===== config.mk =====
export PLATFORM = sky130hd
export DESIGN_NAME = wake_sense_conv
export DESIGN_NICKNAME = d
export VERILOG_FILES = /design/src/rtl/wsc_pkg.sv /design/src/rtl/wsc_sync.sv /design/src/rtl/wsc_regs.sv /design/src/rtl/wsc_line.sv /design/src/rtl/wake_sense_conv.sv
export SDC_FILE = /design/constraint.sdc
export NUM_CORES = 2
export LEC_CHECK = 0
export BUFFER_PORTS_ARGS = -buffer_cell sky130_fd_sc_hd__buf_2
export CAP_MARGIN = 15
export CORE_MARGIN = 2
export CORE_UTILIZATION = 39
export DETAILED_ROUTE_END_ITERATION = 6
export PLACE_DENSITY = 0.52
export SLEW_MARGIN = 15
export SYNTH_ARGS = -nofsm -noshare
export SYNTH_HDL_FRONTEND = slang
export SYNTH_HIERARCHICAL = 1
export SYNTH_SLANG_ARGS = --single-unit

===== constraint.sdc =====
create_clock -name clk -period 3.3 [get_ports clk]
set_input_delay 0.33 -clock clk [delete_from_list [all_inputs] [get_ports clk]]
set_output_delay 0.33 -clock clk [all_outputs]
set_load 0.005 [all_outputs]

===== src/rtl/wsc_pkg.sv =====
package wsc_pkg;

    localparam int SENSE_W = 3;

    localparam logic [SENSE_W-1:0] SNS_LVL_LO = 3'b000;
    localparam logic [SENSE_W-1:0] SNS_FALL   = 3'b010;
    localparam logic [SENSE_W-1:0] SNS_LVL_HI = 3'b100;
    localparam logic [SENSE_W-1:0] SNS_RISE   = 3'b110;
    localparam logic [SENSE_W-1:0] SNS_BOTH   = 3'b111;

    typedef enum logic [1:0] {
        LS_OFF   = 2'd0,
        LS_LEVEL = 2'd1,
        LS_ARM   = 2'd2,
        LS_EDGE  = 2'd3
    } line_state_e;

    function automatic logic sense_is_level(input logic [SENSE_W-1:0] s);
        return (s == SNS_LVL_LO) || (s == SNS_LVL_HI);
    endfunction

    function automatic logic sense_is_edge(input logic [SENSE_W-1:0] s);
        return (s == SNS_FALL) || (s == SNS_RISE) || (s == SNS_BOTH);
    endfunction

endpackage


===== src/rtl/wsc_sync.sv =====
module wsc_sync #(
    parameter int WIDTH  = 1,
    parameter int STAGES = 2
) (
    input  logic             clk,
    input  logic             rst_n,
    input  logic [WIDTH-1:0] d,
    output logic [WIDTH-1:0] q
);
    logic [WIDTH-1:0] stage_q [STAGES];

    generate
        for (genvar s = 0; s < STAGES; s++) begin : g_stage
            if (s == 0) begin : g_first
                always_ff @(posedge clk or negedge rst_n) begin
                    if (!rst_n) stage_q[s] <= '0;
                    else        stage_q[s] <= d;
                end
            end else begin : g_next
                always_ff @(posedge clk or negedge rst_n) begin
                    if (!rst_n) stage_q[s] <= '0;
                    else        stage_q[s] <= stage_q[s-1];
                end
            end
        end
    endgenerate

    assign q = stage_q[STAGES-1];
endmodule


===== src/rtl/wsc_regs.sv =====
module wsc_regs
    import wsc_pkg::*;
#(
    parameter int NUM_LINES = 168,
    parameter int DATA_W    = 32,
    parameter int ADDR_W    = 12,
    parameter int EN_BASE   = 'h010,
    parameter int CFG_BASE  = 'h110
) (
    input  logic                           clk,
    input  logic                           rst_n,
    input  logic                           wr_en,
    input  logic                           rd_en,
    input  logic [ADDR_W-1:0]              addr,
    input  logic [DATA_W-1:0]              wdata,
    output logic [DATA_W-1:0]              rdata,
    output logic [NUM_LINES-1:0]           en_o,
    output logic [NUM_LINES*SENSE_W-1:0]   cfg_o
);
    localparam int EN_WORDS = (NUM_LINES + DATA_W - 1) / DATA_W;
    localparam int WIDX_W   = ADDR_W - 2;
    localparam logic [WIDX_W-1:0] EN_BASE_W  = WIDX_W'(EN_BASE / 4);
    localparam logic [WIDX_W-1:0] CFG_BASE_W = WIDX_W'(CFG_BASE / 4);
    localparam logic [WIDX_W-1:0] EN_CNT_W   = WIDX_W'(EN_WORDS);
    localparam logic [WIDX_W-1:0] CFG_CNT_W  = WIDX_W'(NUM_LINES);

    logic                       aligned;
    logic [WIDX_W-1:0]          widx, en_rel, cfg_rel;
    logic                       en_hit, cfg_hit;
    logic [EN_WORDS*DATA_W-1:0] en_flat;
    logic [DATA_W-1:0]          rd_val;

    assign aligned = (addr[1:0] == 2'b00);
    assign widx    = addr[ADDR_W-1:2];
    assign en_rel  = widx - EN_BASE_W;
    assign cfg_rel = widx - CFG_BASE_W;
    assign en_hit  = aligned && (widx >= EN_BASE_W)  && (en_rel  < EN_CNT_W);
    assign cfg_hit = aligned && (widx >= CFG_BASE_W) && (cfg_rel < CFG_CNT_W);

    generate
        for (genvar k = 0; k < EN_WORDS; k++) begin : g_en_word
            localparam int REM   = NUM_LINES - k * DATA_W;
            localparam int VALID = (REM >= DATA_W) ? DATA_W : REM;
            localparam logic [DATA_W-1:0] WMASK = (VALID == DATA_W) ? {DATA_W{1'b1}}
                                                : ((DATA_W'(1) << VALID) - DATA_W'(1));
            logic [DATA_W-1:0] word_q;
            always_ff @(posedge clk or negedge rst_n) begin
                if (!rst_n) begin
                    word_q <= '0;
                end else if (wr_en && en_hit && (en_rel == WIDX_W'(k))) begin
                    word_q <= wdata & WMASK;
                end
            end
            assign en_flat[k*DATA_W +: DATA_W] = word_q;
        end

        for (genvar i = 0; i < NUM_LINES; i++) begin : g_cfg
            logic [SENSE_W-1:0] code_q;
            always_ff @(posedge clk or negedge rst_n) begin
                if (!rst_n) begin
                    code_q <= '0;
                end else if (wr_en && cfg_hit && (cfg_rel == WIDX_W'(i))) begin
                    code_q <= wdata[SENSE_W-1:0];
                end
            end
            assign cfg_o[i*SENSE_W +: SENSE_W] = code_q;
        end
    endgenerate

    assign en_o = en_flat[NUM_LINES-1:0];

    always_comb begin
        rd_val = '0;
        for (int k = 0; k < EN_WORDS; k++) begin
            if (en_hit && (en_rel == WIDX_W'(k))) rd_val = en_flat[k*DATA_W +: DATA_W];
        end
        for (int i = 0; i < NUM_LINES; i++) begin
            if (cfg_hit && (cfg_rel == WIDX_W'(i))) begin
                rd_val = {{(DATA_W-SENSE_W){1'b0}}, cfg_o[i*SENSE_W +: SENSE_W]};
            end
        end
    end

    always_ff @(posedge clk or negedge rst_n) begin
        if (!rst_n)     rdata <= '0;
        else if (rd_en) rdata <= rd_val;
    end
endmodule


===== src/rtl/wsc_line.sv =====
module wsc_line
    import wsc_pkg::*;
(
    input  logic               clk,
    input  logic               rst_n,
    input  logic               en,
    input  logic [SENSE_W-1:0] sense,
    input  logic               din,
    output logic               irq_o
);
    line_state_e state_q, state_d;
    logic        hist_q;
    logic        want_level, want_edge;

    assign want_level = en && sense_is_level(sense);
    assign want_edge  = en && sense_is_edge(sense);

    // next-state: go_level, go_arm, go_edge, go_off
    always_comb begin
        state_d = LS_OFF;
        unique case (state_q)
            LS_OFF, LS_LEVEL: begin
                if (want_level)     state_d = LS_LEVEL;
                else if (want_edge) state_d = LS_ARM;
                else                state_d = LS_OFF;
            end
            LS_ARM, LS_EDGE: begin
                if (want_level)     state_d = LS_LEVEL;
                else if (want_edge) state_d = LS_EDGE;
                else                state_d = LS_OFF;
            end
            default: state_d = LS_OFF;
        endcase
    end

    // state register with edge history; history is cleared while off
    always_ff @(posedge clk or negedge rst_n) begin
        if (!rst_n) begin
            state_q <= LS_OFF;
            hist_q  <= 1'b0;
        end else begin
            state_q <= state_d;
            hist_q  <= (state_q == LS_OFF) ? 1'b0 : din;
        end
    end

    // outputs
    always_comb begin
        irq_o = 1'b0;
        unique case (state_q)
            LS_OFF, LS_ARM: irq_o = 1'b0;
            LS_LEVEL:       irq_o = (sense == SNS_LVL_LO) ? ~din : din;
            LS_EDGE: begin
                case (sense)
                    SNS_RISE: irq_o =  din & ~hist_q;
                    SNS_FALL: irq_o = ~din &  hist_q;
                    SNS_BOTH: irq_o =  din ^  hist_q;
                    default:  irq_o = 1'b0;
                endcase
            end
            default: irq_o = 1'b0;
        endcase
    end
endmodule


===== src/rtl/wake_sense_conv.sv =====
module wake_sense_conv
    import wsc_pkg::*;
#(
    parameter int NUM_LINES = 168,
    parameter int DATA_W    = 32,
    parameter int ADDR_W    = 12,
    parameter int EN_BASE   = 'h010,
    parameter int CFG_BASE  = 'h110
) (
    input  logic                 clk,
    input  logic                 rst_n,
    input  logic [NUM_LINES-1:0] irq_in,
    output logic [NUM_LINES-1:0] irq_out,
    input  logic                 wr_en,
    input  logic                 rd_en,
    input  logic [ADDR_W-1:0]    addr,
    input  logic [DATA_W-1:0]    wdata,
    output logic [DATA_W-1:0]    rdata
);
    localparam int CFG_BITS = NUM_LINES * SENSE_W;

    logic [NUM_LINES-1:0] en_vec;
    logic [NUM_LINES-1:0] irq_sync;
    logic [CFG_BITS-1:0]  cfg_flat;

    wsc_sync #(
        .WIDTH  (NUM_LINES),
        .STAGES (2)
    ) u_sync (
        .clk   (clk),
        .rst_n (rst_n),
        .d     (irq_in),
        .q     (irq_sync)
    );

    wsc_regs #(
        .NUM_LINES (NUM_LINES),
        .DATA_W    (DATA_W),
        .ADDR_W    (ADDR_W),
        .EN_BASE   (EN_BASE),
        .CFG_BASE  (CFG_BASE)
    ) u_regs (
        .clk   (clk),
        .rst_n (rst_n),
        .wr_en (wr_en),
        .rd_en (rd_en),
        .addr  (addr),
        .wdata (wdata),
        .rdata (rdata),
        .en_o  (en_vec),
        .cfg_o (cfg_flat)
    );

    generate
        for (genvar g = 0; g < NUM_LINES; g++) begin : g_line
            wsc_line u_line (
                .clk   (clk),
                .rst_n (rst_n),
                .en    (en_vec[g]),
                .sense (cfg_flat[g*SENSE_W +: SENSE_W]),
                .din   (irq_sync[g]),
                .irq_o (irq_out[g])
            );
        end
    endgenerate
endmodule


==> impl_summary.md <==
Place
Buffers placed on the I/O ports in this run total 415. The placed standard-cell area is 91700 um^2. The HPWL after detailed placement is 259000 um. After detailed placement, the design holds a cell count of 11100. The placer's final routability congestion estimate is 1.01.

Floorplan
The floorplan has 166 rows. The number of top-level design ports is 416. In this run the standard cell core region covers 205000 um^2. The die boundary height is 458 um.

The initial cell density of the core is 39.2%. The total die area is 209000 um^2. The horizontal die dimension is 458 um.

STA
The ratio of final minimum period to clock period is 99.3%. The total negative slack is 0 ns. The slew of the pin with the lowest slew margin is 1.02 ns. The tightest slew margin relative to the limit is 31.9%. Setup violations remaining at the end of the flow were counted as 0. The largest clock skew in the final design is 0.0429 ns.

The smallest clock period supported by the final layout is computed as 3.28 ns. The fmax is 305 MHz. The final-report max-slew violation count is 0. Setup repair after global routing left no endpoint under its margin. The count of final hold-check violations was 0.

The worst slack on hold paths is 0.0340 ns.

Yosys
In this run, distinct cell masters in the synthesized netlist total 93. During synthesis, Yosys emitted a total of 6 warnings. The number of synthesized flops with an enable pin is 0. The fraction of synthesis flops using an asynchronous set or reset pin is 100%. Summed over all instances, the cell type with the most area after synthesis is dfrtp_1.

The flip-flop cell with the highest count after synthesis is dfrtp_1. Synthesis inferred 1544 register bits. The number of instances in the synthesized netlist is 7460.

In this run the biggest area consumer among cell types represents 48.1% of the synthesized area. After synthesis, flip-flops and latches occupy 48.1% of the total area. Dividing the synthesized area by the synthesized cell count gives 10.8 um^2. Sorting the synthesized cells by how often they occur yields dfrtp_1 (1544), mux2_2 (697), inv_1 (682), nand2_1 (588), nor2_1 (577). After synthesis the cells add up to 80200 um^2. By area the synthesized netlist is led by dfrtp_1 (48%), mux2_2 (9.8%), ha_1 (5.3%). The number of nets handed over by synthesis was 8017. Yosys instantiated no cell more often than dfrtp_1.

Detailed routing
For this run, the detailed router's first-pass iteration total came to 5. In the routed layout, each cell is associated on average with a via count of 5.60. Once detail routing completed, the nets flagged for antenna violations numbered 0.

The detailed router finished its first iteration with 5489 violations. Dividing the detail-routed wire length by the instance count gives 28.7 um. The routed wire length is 332000 um. The overall via count from detail_route is 64800. The number of remaining DRC errors is 0.

Setup path
The worst setup path is of the in -> reg kind. The signal on the critical path passes through buf_2 -> inv_2 -> ha_4 -> or3b_1 -> nand4_1 -> o21ai_4 -> buf_4 -> buf_4 -> nand2_1 -> a21oi_1 -> buf_4 -> or4_1 -> nor4b_1 -> nand3_1 -> buf_4 -> o2bb2ai_1. STA puts the critical path data arrival time at 4.05 ns.

The slowest stage cell on the critical path is or4_1. The critical path launch point type is an input pin. The kind of end point of the critical path is a flip-flop. Of all nets on the critical path, the largest fanout is 13.

The largest stage delay on the critical path is 0.54 ns. The required time reported for the critical path endpoint is 4.07 ns. The cell repeated most along the worst path is buf_4.

Final layout
The total number of nets in the final design is 9310. The layout has 18700 filler cells. The share of cells above drive strength 1 is 29.0%. From synthesis to final layout, the design area changed by 24.4%. The design area is 99800 um^2. The finished layout holds 11600 standard cells, fillers aside.

Clock tree
TritonCTS built the clock tree. The H-tree generated during clock tree synthesis spans 4 levels. Clock tree synthesis selected as its root buffer the cell clkbuf_16. Clock latency on the worst-skew pair, taken at its later pin, is 0.87 ns. Counting every sink on the clock net gives 1544. The total CTS buffers is 175. The clock slew at the register clock pins of the worst setup and hold paths is 0.06 ns. The deepest clock path buffer count is 3.

Global routing
The all-layer global routing usage is 31.3%. The wire length of the first global-routing pass is 475000 um. The total overflow left after global routing is 0.

The via count of the first global-routing pass was 64900. The number of antenna violations at the first check in global routing was 18. Entering global routing, the biggest net connects 126 pins.

Run status
The run finished with clean final reports.

Power and ir drop
The areal power density over the cells is 430 nW/um^2. In this run the static leakage power is 46.9 nW. The maximum vdd ir drop is 576 uV.

Worst hold path
The path class of the lowest-slack min-delay path is in -> async.

Run
The number of max-cap violations is 0.
-- power by group --
part	internal (mW)	leakage (nW)	switching, mW	total [mW]
combinational	1.23	23.2	2.07	3.30
clock	11.8	2.92	8.42	20.2
sequential	19.2	20.8	0.221	19.4
-- layer usage --
| layer | part of all wire (%) | GRT usage [%] | vias up |
|---|---|---|---|
| met3 | 5.4 | 4.60 | 476 |
| met5 | 0.011 | 0 | - |
| met4 | 5.6 | 15.3 | 6 |
| li1 | - | - | 28900 |
| met1 | 44 | 42.4 | 33300 |
| met2 | 45 | 49.0 | 2089 |
-- worst max-delay path: cells and delay by family --
kind / cells / cell delay [ns]
AOI/OAI and AO/OA: 3 / 0.40
buffers and inverters: 6 / 1.12
and+or+nand+nor: 6 / 1.99
adders and majority gates: 1 / 0.18
-- metrics by stage --
step           utilization, %  power (mW)  setup WS [ns]
2_1_floorplan               -        20.9         0.0161
6_report                 48.8        43.0         0.0224
3_5_place_dp             44.8        22.8         -0.858
3_3_place_gp             44.8        22.8         -0.883
4_1_cts                  48.7        43.4         0.0157
5_1_grt                  48.8        44.4        0.00264
-- placed cells by master (no fill, tap or decap), types with 51 or more instances in the layout --
master,n
o21ai_0,321
buf_4,830
xnor2_1,168
nand2_1,583
nand4b_1,169
mux2_2,697
nor3_1,200
mux2i_1,257
dfrtp_1,1544
o311ai_2,169
buf_2,409
ha_1,338
a22oi_1,86
o211a_1,170
dlygate4sd3_1,197
clkbuf_16,176
inv_1,678
nor2_1,574
nand3_1,51
a21oi_1,457
o22ai_1,60
buf_12,105
-- path summary, 6_finish.rpt --
kind                                             from                        endpoint  slack (ns)  cells past startpoint
setup / recovery                              addr[5]                 u_regs/rdata[7]        0.02                     16
hold / removal                                  rst_n  u_regs/g_en_word[1].word_q[20]        0.03                      2
setup reg to reg           u_regs/g_cfg[21].code_q[2]                 u_regs/rdata[2]        0.17                     14
hold reg to reg                   u_sync/stage_q[278]                   u_sync/q[110]        0.31                      0
max in group asynchronous                       rst_n    g_line[38].u_line/state_q[0]        1.93                      3
min in group clk                            wdata[16]  u_regs/g_en_word[2].word_q[16]        0.05                      2
-- kinds of logic (layout without fill, tap and decap cells) --
| group | count (synthesis) | after routing | synth area share (%) |
|---|---|---|---|
| multiplexers | 966 | 966 | 13.3 |
| AND/OR/NAND/NOR | 1726 | 1726 | 10.1 |
| buffers and inverters | 1115 | 2540 | 6.16 |
| adder cells (fa/ha/maj) | 341 | 341 | 5.32 |
| other | 0 | 12 | 0 |
| XOR/XNOR | 168 | 168 | 1.83 |
| AO/OA/AOI/OAI | 1600 | 1600 | 15.1 |
| flip-flops | 1544 | 1544 | 48.1 |
-- state kept, by name (all words and copies together), names as in the netlist --
signal,flops
u_regs/g_en_word.word_q,168
u_sync/q,168
u_regs/g_cfg.code_q,504
g_line.u_line/hist_q,168
u_sync/stage_q,168
u_regs/rdata,32
g_line.u_line/state_q,336
-- cell type report --
class | count | area (um^2) | area share (%)
tap | 2688 | 3360 | 3.37
clock inverter | 56 | 913 | 0.915
timing repair buffer | 1545 | 12400 | 12.4
antenna | 12 | 30.0 | 0.0301
clock buffer | 253 | 5100 | 5.11
sequential | 1544 | 38600 | 38.7
multi-input combinational | 4801 | 36800 | 36.9
inverter | 686 | 2580 | 2.58
-- repair_timing --
action,in CTS,in global routing
resized for setup,2,19
pin swaps,0,3
hold buffers,197,0
buffers inserted,0,0
hold endpoints to repair,658,0
setup endpoints to repair,1,32
(Power assumes the default switching activity.)
